## src/rtl/mbx_pkg.sv

```systemverilog
`timescale 1ns/1ps
package mbx_pkg;
  typedef logic [7:0] byte_t;

  localparam byte_t CMD_NORMAL = 8'h01;
  localparam byte_t CMD_END    = 8'h03;
  localparam byte_t CMD_ABORT  = 8'h22;
  localparam byte_t MARK_BEGIN = 8'h01;
  localparam byte_t MARK_END   = 8'h03;

  // status bit positions, decoded by host software
  localparam int ST_OBF = 0;
  localparam int ST_IBF = 1;
  localparam int ST_F0  = 2;
  localparam int ST_CMD = 3;
  localparam int ST_RDY = 4;
  localparam int ST_IBR = 5;

  typedef enum logic [1:0] {C_READY, C_NORMAL, C_BUSY} ctl_state_e;
  typedef enum logic [1:0] {O_IDLE, O_HDR, O_DATA, O_END} out_phase_e;

  typedef struct packed {
    logic  cmd;
    byte_t data;
  } in_ent_t;
endpackage

```

## src/rtl/mbx_in_queue.sv

```systemverilog
`timescale 1ns/1ps
module mbx_in_queue
  import mbx_pkg::*;
(
  input  logic    clk_i,
  input  logic    rst_ni,
  input  logic    wr_i,
  input  logic    wr_cmd_i,
  input  byte_t   wr_data_i,
  input  logic    pop_i,
  output logic    head_vld_o,
  output in_ent_t head_o,
  output logic    busy_o,
  output logic    last_cmd_o
);
  in_ent_t slot0_q, slot1_q;
  logic    vld0_q, vld1_q;
  in_ent_t wr_ent;

  assign wr_ent = '{cmd: wr_cmd_i, data: wr_data_i};

  always_ff @(posedge clk_i or negedge rst_ni) begin
    if (!rst_ni) begin
      slot0_q <= '0;
      slot1_q <= '0;
      vld0_q  <= 1'b0;
      vld1_q  <= 1'b0;
    end else if (pop_i && vld0_q) begin
      if (vld1_q) begin
        slot0_q <= slot1_q;
        if (wr_i) begin
          slot1_q <= wr_ent;
        end else begin
          vld1_q <= 1'b0;
        end
      end else if (wr_i) begin
        slot0_q <= wr_ent;
      end else begin
        vld0_q <= 1'b0;
      end
    end else if (wr_i) begin
      if (!vld0_q) begin
        slot0_q <= wr_ent;
        vld0_q  <= 1'b1;
      end else if (!vld1_q) begin
        slot1_q <= wr_ent;
        vld1_q  <= 1'b1;
      end
    end
  end

  always_ff @(posedge clk_i or negedge rst_ni) begin
    if (!rst_ni)   last_cmd_o <= 1'b0;
    else if (wr_i) last_cmd_o <= wr_cmd_i;
  end

  assign head_vld_o = vld0_q;
  assign head_o     = slot0_q;
  assign busy_o     = vld0_q | vld1_q;

  p_ibf_on_write_r2: assert property (@(posedge clk_i) disable iff (!rst_ni)
    wr_i |=> busy_o);
  p_hold_space_r6: assert property (@(posedge clk_i) disable iff (!rst_ni)
    wr_i |-> !(vld0_q && vld1_q && !pop_i));
  p_pop_needs_head_r6: assert property (@(posedge clk_i) disable iff (!rst_ni)
    pop_i |-> head_vld_o);
endmodule

```

## src/rtl/mbx_ctrl.sv

```systemverilog
`timescale 1ns/1ps
module mbx_ctrl
  import mbx_pkg::*;
(
  input  logic       clk_i,
  input  logic       rst_ni,
  input  logic       head_vld_i,
  input  in_ent_t    head_i,
  input  logic       req_ready_i,
  input  logic       rsp_done_i,
  output logic       pop_o,
  output logic       req_valid_o,
  output byte_t      req_data_o,
  output logic       req_last_o,
  output logic       abort_o,
  output ctl_state_e state_o
);
  ctl_state_e state_q, state_d;

  always_comb begin
    pop_o       = 1'b0;
    req_valid_o = 1'b0;
    req_last_o  = 1'b0;
    abort_o     = 1'b0;
    state_d     = state_q;
    if (head_vld_i) begin
      if (head_i.cmd) begin
        if (head_i.data == CMD_ABORT) begin
          pop_o   = 1'b1;
          abort_o = 1'b1;
          state_d = C_READY;
        end else if (head_i.data == CMD_END && state_q == C_NORMAL) begin
          req_valid_o = 1'b1;
          req_last_o  = 1'b1;
          pop_o       = req_ready_i;
          if (req_ready_i) state_d = C_BUSY;
        end else if (head_i.data == CMD_NORMAL && state_q == C_READY) begin
          pop_o   = 1'b1;
          state_d = C_NORMAL;
        end else begin
          pop_o = 1'b1;  // unknown or out-of-state command: drop
        end
      end else if (state_q == C_NORMAL) begin
        req_valid_o = 1'b1;
        pop_o       = req_ready_i;
      end else begin
        pop_o = 1'b1;    // stray data byte: drop
      end
    end
    if (state_q == C_BUSY && rsp_done_i && !abort_o) state_d = C_READY;
  end

  assign req_data_o = (head_vld_i && !head_i.cmd) ? head_i.data : '0;

  always_ff @(posedge clk_i or negedge rst_ni) begin
    if (!rst_ni) state_q <= C_READY;
    else         state_q <= state_d;
  end

  assign state_o = state_q;

  p_end_to_busy_r5: assert property (@(posedge clk_i) disable iff (!rst_ni)
    (req_valid_o && req_ready_i && req_last_o) |=> (state_o == C_BUSY));
  p_beat_pops_r4: assert property (@(posedge clk_i) disable iff (!rst_ni)
    (req_valid_o && req_ready_i) |-> pop_o);
  p_abort_ready_r11: assert property (@(posedge clk_i) disable iff (!rst_ni)
    abort_o |=> (state_o == C_READY));
  p_stall_holds_r6: assert property (@(posedge clk_i) disable iff (!rst_ni)
    (req_valid_o && !req_ready_i) |=> $stable(state_o));
endmodule

```

## src/rtl/mbx_out.sv

```systemverilog
`timescale 1ns/1ps
module mbx_out
  import mbx_pkg::*;
#(
  parameter int LEN_W = 16
) (
  input  logic             clk_i,
  input  logic             rst_ni,
  input  logic             arm_i,
  input  logic             start_i,
  input  logic [LEN_W-1:0] len_i,
  input  logic             rsp_valid_i,
  input  byte_t            rsp_data_i,
  input  logic             host_rd_i,
  input  logic             cancel_i,
  output logic             obf_o,
  output logic             f0_o,
  output byte_t            data_o,
  output logic             rsp_ready_o,
  output logic             done_o
);
  out_phase_e       phase_q;
  logic [LEN_W-1:0] cnt_q;
  logic             obf_q, f0_q;
  byte_t            data_q;
  logic             start_ok;

  assign start_ok = arm_i && start_i && (phase_q == O_IDLE);

  always_ff @(posedge clk_i or negedge rst_ni) begin
    if (!rst_ni) begin
      phase_q <= O_IDLE;
      cnt_q   <= '0;
      obf_q   <= 1'b0;
      f0_q    <= 1'b0;
      data_q  <= '0;
    end else if (cancel_i) begin
      phase_q <= O_IDLE;
      obf_q   <= 1'b0;
      f0_q    <= 1'b0;
    end else begin
      case (phase_q)
        O_IDLE: if (start_ok) begin
          data_q  <= MARK_BEGIN;
          obf_q   <= 1'b1;
          f0_q    <= 1'b1;
          cnt_q   <= len_i;
          phase_q <= O_HDR;
        end
        O_HDR: if (host_rd_i && obf_q) begin
          obf_q   <= 1'b0;
          f0_q    <= 1'b0;
          phase_q <= O_DATA;
        end
        O_DATA: begin
          if (obf_q) begin
            if (host_rd_i) obf_q <= 1'b0;
          end else if (cnt_q == '0) begin
            data_q  <= MARK_END;
            obf_q   <= 1'b1;
            f0_q    <= 1'b1;
            phase_q <= O_END;
          end else if (rsp_valid_i) begin
            data_q <= rsp_data_i;
            obf_q  <= 1'b1;
            cnt_q  <= cnt_q - 1'b1;
          end
        end
        O_END: if (host_rd_i && obf_q) begin
          obf_q   <= 1'b0;
          f0_q    <= 1'b0;
          phase_q <= O_IDLE;
        end
        default: phase_q <= O_IDLE;
      endcase
    end
  end

  assign rsp_ready_o = (phase_q == O_DATA) && !obf_q && (cnt_q != '0) && !cancel_i;
  assign done_o      = (phase_q == O_END) && obf_q && host_rd_i;
  assign obf_o       = obf_q;
  assign f0_o        = f0_q;
  assign data_o      = data_q;

  p_rd_clears_obf_r10: assert property (@(posedge clk_i) disable iff (!rst_ni)
    (host_rd_i && obf_o) |=> !obf_o);
  p_ready_empty_r8: assert property (@(posedge clk_i) disable iff (!rst_ni)
    rsp_ready_o |-> !obf_o);
  p_f0_with_obf_r7: assert property (@(posedge clk_i) disable iff (!rst_ni)
    f0_o |-> obf_o);
  p_cancel_clears_r11: assert property (@(posedge clk_i) disable iff (!rst_ni)
    cancel_i |=> (!obf_o && !f0_o));
  p_start_marks_r7: assert property (@(posedge clk_i) disable iff (!rst_ni)
    (start_ok && !cancel_i) |=> (f0_o && obf_o && data_o == MARK_BEGIN));
endmodule

```

## src/rtl/mbx_dev.sv

```systemverilog
`timescale 1ns/1ps
module mbx_dev
  import mbx_pkg::*;
#(
  parameter int LEN_W = 16
) (
  input  logic             clk_i,
  input  logic             rst_ni,
  input  logic             hst_cs_i,
  input  logic             hst_we_i,
  input  logic             hst_addr_i,
  input  logic [7:0]       hst_wdata_i,
  output logic [7:0]       hst_rdata_o,
  output logic             req_valid_o,
  input  logic             req_ready_i,
  output logic [7:0]       req_data_o,
  output logic             req_last_o,
  output logic             req_abort_o,
  input  logic             rsp_start_i,
  input  logic [LEN_W-1:0] rsp_len_i,
  input  logic             rsp_valid_i,
  input  logic [7:0]       rsp_data_i,
  output logic             rsp_ready_o
);
  logic       hst_wr, hst_rd_data;
  logic       head_vld, pop, ibf, last_cmd, abort, done;
  logic       obf, f0;
  in_ent_t    head;
  ctl_state_e state;
  byte_t      out_data, status;

  assign hst_wr      = hst_cs_i && hst_we_i;
  assign hst_rd_data = hst_cs_i && !hst_we_i && !hst_addr_i;

  mbx_in_queue u_inq (
    .clk_i     (clk_i),
    .rst_ni    (rst_ni),
    .wr_i      (hst_wr),
    .wr_cmd_i  (hst_addr_i),
    .wr_data_i (hst_wdata_i),
    .pop_i     (pop),
    .head_vld_o(head_vld),
    .head_o    (head),
    .busy_o    (ibf),
    .last_cmd_o(last_cmd)
  );

  mbx_ctrl u_ctrl (
    .clk_i      (clk_i),
    .rst_ni     (rst_ni),
    .head_vld_i (head_vld),
    .head_i     (head),
    .req_ready_i(req_ready_i),
    .rsp_done_i (done),
    .pop_o      (pop),
    .req_valid_o(req_valid_o),
    .req_data_o (req_data_o),
    .req_last_o (req_last_o),
    .abort_o    (abort),
    .state_o    (state)
  );

  mbx_out #(.LEN_W(LEN_W)) u_out (
    .clk_i      (clk_i),
    .rst_ni     (rst_ni),
    .arm_i      (state == C_BUSY),
    .start_i    (rsp_start_i),
    .len_i      (rsp_len_i),
    .rsp_valid_i(rsp_valid_i),
    .rsp_data_i (rsp_data_i),
    .host_rd_i  (hst_rd_data),
    .cancel_i   (abort),
    .obf_o      (obf),
    .f0_o       (f0),
    .data_o     (out_data),
    .rsp_ready_o(rsp_ready_o),
    .done_o     (done)
  );

  always_comb begin
    status         = '0;
    status[ST_OBF] = obf;
    status[ST_IBF] = ibf;
    status[ST_F0]  = f0;
    status[ST_CMD] = last_cmd;
    status[ST_RDY] = (state == C_READY);
    status[ST_IBR] = (state == C_NORMAL);
  end

  assign hst_rdata_o = hst_addr_i ? status : out_data;
  assign req_abort_o = abort;

  p_rdy_ibr_excl_r3: assert property (@(posedge clk_i) disable iff (!rst_ni)
    !(status[ST_RDY] && status[ST_IBR]));
  p_no_output_while_collecting_r5: assert property (@(posedge clk_i) disable iff (!rst_ni)
    status[ST_IBR] |-> !obf);
  p_abort_single_r11: assert property (@(posedge clk_i) disable iff (!rst_ni)
    req_abort_o |=> !req_abort_o || ibf);
endmodule

```

## config.mk

```make
export PLATFORM = sky130hd
export DESIGN_NAME = mbx_dev
export DESIGN_NICKNAME = d
export VERILOG_FILES = /design/src/rtl/mbx_pkg.sv /design/src/rtl/mbx_in_queue.sv /design/src/rtl/mbx_ctrl.sv /design/src/rtl/mbx_out.sv /design/src/rtl/mbx_dev.sv
export SDC_FILE = /design/constraint.sdc
export NUM_CORES = 1
export LEC_CHECK = 0
export ABC_AREA = 1
export BUFFER_PORTS_ARGS = -buffer_cell sky130_fd_sc_hd__buf_2
export CORE_MARGIN = 1
export CORE_UTILIZATION = 40
export CTS_CLUSTER_DIAMETER = 100
export DETAILED_ROUTE_END_ITERATION = 10
export PLACE_DENSITY = 0.63
export SKIP_CTS_REPAIR_TIMING = 1
export SYNTH_ARGS = -nofsm -noshare
export SYNTH_HDL_FRONTEND = slang
export SYNTH_SLANG_ARGS = --single-unit
```

## constraint.sdc

```tcl
create_clock -name clk_i -period 3.1 [get_ports clk_i]
set_input_delay 0.62 -clock clk_i [delete_from_list [all_inputs] [get_ports clk_i]]
set_output_delay 0.62 -clock clk_i [all_outputs]
set_load 0.03 [all_outputs]
```

==> key figures <==
Power and ir drop
  • Total leakage power: 0.00207 uW
  • Peak VDD IR: 0.000333 V
  • Power density relative to cell area: 832 nW/um^2
  • Post-layout total power: 3180 uW

Layout
  • Number of filler instances in the final layout: 876
  • Commonest cells after routing, fill and taps aside: 186 x sky130_fd_sc_hd__nand2_1, 59 x sky130_fd_sc_hd__buf_2, 54 x sky130_fd_sc_hd__inv_1, 54 x sky130_fd_sc_hd__nor2_1, 53 x sky130_fd_sc_hd__o21ai_0
  • Most common cell after layout, fill and taps aside: sky130_fd_sc_hd__nand2_1
  • # nets final: 607
  • Area used by multi-input combinational logic: 1780 um^2
  • Ant. Diodes: 0
  • Util after Layout: 0.467
  • Finished Layout Cells: 665
  • Proportion of layout cells with a drive suffix above 1: 0.155
  • P&R area growth vs syn: 13.5%
  • Seq. cell area: 1280 um^2

Worst setup path
  • Type of destination of the critical path: output port
  • Worst setup SP type: flop
  • CP Data Required Time: 2.48 ns
  • Crit Path Category: reg -> out
  • Peak fanout along the critical path: 6
  • Arrival time reported for the critical path endpoint: 1.96 ns

Global route
  • Number of antenna violations at the first check in global routing: 0
  • Largest net degree at the start of global routing: 52
  • Total global-route track usage: 0.201
  • Aggregate global routing overflow: 0
  • First-pass GRT wire length: 13.9 mm
  • Via count of the first global-routing pass: 2,919

Yosys
  • Post-synth top area share: 0.379
  • Synthesized instance count: 507
  • Post-synth cell types: 31
  • Most used flip-flop cell after synthesis: sky130_fd_sc_hd__dfrtp_1
  • Count of synthesis-stage warnings from yosys: 0
  • Register area share after synthesis: 0.379
  • Largest cells by area after synthesis: sky130_fd_sc_hd__dfrtp_1 38%, sky130_fd_sc_hd__nand2_1 21%, sky130_fd_sc_hd__o21ai_0 7.9%, sky130_fd_sc_hd__inv_1 6.0%, sky130_fd_sc_hd__nor2_1 6.0%
  • Number of enable-type register cells in the synthesized netlist: 0
  • Cell type contributing the most total cell area after synthesis: sky130_fd_sc_hd__dfrtp_1
  • Avg Inst Size Synth: 6.64 um^2
  • FF+latch count, synth: 51
  • Net Count, Synth: 554
  • Netlist Area Pre-Place: 3370 um^2
  • Proportion of register bits with asynchronous set or reset after synthesis: 1.00

Run status
  • Result of the run: completed

Clocking
  • Clock tree root buffer cell: sky130_fd_sc_hd__clkbuf_8
  • Max Buffers Root-to-Sink: 2
  • CTS tree: yes
  • Cts bufs inserted: 5
  • # clock sinks: 51
  • Clk Latency, worst-skew pair: 0.32 ns
  • Clock-pin slew on the worst setup and hold paths: 0.10 ns
  • Number of H-tree levels: 2

Drt
  • Number of detailed-route iterations in the first pass: 4
  • Routed length per placed instance: 12.3 um
  • Number of design-rule violations left by the first detailed-router iteration: 162
  • Residual DRC: 0
  • Per-cell via count in the routed design: 4.82
  • Total wirelength of the detailed-routed design: 8.20 mm
  • Remaining antenna violation count after routing: 0
  • Via count of the routed design: 3,205

STA
  • Achievable frequency: 388 MHz
  • Ratio of final minimum period to clock period: 0.831
  • Final Max Tran Viols: 0
  • Number of endpoints failing setup at the final stage: 0
  • Transition time at the pin with the least slew margin: 0.686 ns
  • Headroom to the max-slew limit: 0.543
  • Hold violation total from the final report: 0
  • Setup TNS: 0 ns
  • Worst clock skew on the final layout: 0.00934 ns
  • Final critical path time including I/O delays and setup: 2.58 ns
  • Unrepaired setup endpoints after global routing: false

Worst hold path
  • Min-delay worst type: in -> async

Floorplanning
  • Top-level port count: 60
  • Die X: 93.7 um
  • Vertical die dimension: 93.7 um
  • Initial core utilization: 0.412
  • # rows: 33
  • CORE AREA: 8180 um^2
  • Total Die Area: 8790 um^2

Place
  • Placed cell count: 658
  • Quantity of I/O buffers inserted on ports: 59
  • RePlAce Congestion: 0.833
  • Placed wire-length estimate after detailed placement: 6.00 mm

Flow run
  • Max cap viols: 0
==> power breakdown <==
part	switching, uW	internal, uW
clock	242	237
sequential	228	933
combinational	1040	497
==> layer usage <==
layer | routed length (um) | up-vias | global-route usage | share of wire
li1 | - | 1694 | - | -
met1 | 3960 | 1455 | 0.274 | 0.48
met2 | 3820 | 50 | 0.330 | 0.47
met3 | 339 | 6 | 0.0356 | 0.041
met4 | 85 | 0 | 0.0500 | 0.010
met5 | 0 | - | 0 | 0
==> registers in the layout, summed over array words and instances (netlist names) <==
signal,flops
u_out.data_o,8
u_inq.head_vld_o,1
u_out.obf_o,1
u_inq.last_cmd_o,1
u_inq.slot1_q,9
u_inq.vld1_q,1
u_inq.head_o,9
u_ctrl.state_o,2
u_out.phase_q,2
u_out.f0_o,1
u_out.cnt_q,16
==> critical path: stages (launching register included) <==
cell and delay, ns:
sky130_fd_sc_hd__dfrtp_1 0.40, sky130_fd_sc_hd__inv_1 0.16, sky130_fd_sc_hd__ha_1 0.22, sky130_fd_sc_hd__nand2_1 0.13
sky130_fd_sc_hd__nor3_2 0.24, sky130_fd_sc_hd__nand2_1 0.14, sky130_fd_sc_hd__nand3_1 0.11, sky130_fd_sc_hd__nor2_1 0.07
sky130_fd_sc_hd__buf_2 0.18
==> layout make-up <==
| class | count | share of cell area |
|---|---|---|
| clock inverters | 2 | 0.00983 |
| repair buffers | 62 | 0.0832 |
| flip-flops and latches | 51 | 0.334 |
| well taps | 105 | 0.0344 |
| inverters | 56 | 0.0550 |
| multi-input cells | 384 | 0.465 |
| clock buffers | 5 | 0.0180 |
==> Yosys cell counts, types with 5 or more instances <==
master,count
sky130_fd_sc_hd__nand2_1,186
sky130_fd_sc_hd__inv_1,54
sky130_fd_sc_hd__nor2_1,54
sky130_fd_sc_hd__o21ai_0,53
sky130_fd_sc_hd__dfrtp_1,51
sky130_fd_sc_hd__nand3_1,38
sky130_fd_sc_hd__a21oi_1,8
sky130_fd_sc_hd__clkbuf_1,7
sky130_fd_sc_hd__ha_1,7
sky130_fd_sc_hd__o21ai_1,5
==> cells by family after synthesis <==
group	after synthesis	synth area share
simple gates	303	0.385
xor+xnor	5	0.0130
flops	51	0.379
compound gates	69	0.104
fa+ha+maj	7	0.0260
buf+inv	72	0.0926
==> worst paths after layout <==
check / endpoint / cells after the start / start / slack [ns]
setup / recovery: rsp_ready_o / 8 / u_out.cnt_q[0] / 0.52
hold / removal: u_inq.slot1_q[7] / 2 / rst_ni / 0.40
setup reg to reg: u_out.cnt_q[15] / 12 / u_out.phase_q[0] / 0.64
hold reg to reg: u_out.data_o[6] / 2 / u_out.data_o[6] / 0.49
max in group asynchronous: u_out.cnt_q[10] / 2 / rst_ni / 2.22
min in group clk_i: u_out.data_o[6] / 2 / u_out.data_o[6] / 0.49
==> stage by stage <==
step | hold slack, ns | instance area [um^2] | setup slack [ns]
6_report | 0.402 | 3820 | 0.525
5_1_grt | 0.478 | 3820 | 0.358
4_1_cts | 0.443 | 3820 | 0.527
3_5_place_dp | 0.475 | 3710 | 0.648
3_3_place_gp | 0.467 | 3710 | 0.731
2_1_floorplan | 0.324 | 3370 | 0.772
Note: power is estimated with default switching activity, not from simulation.
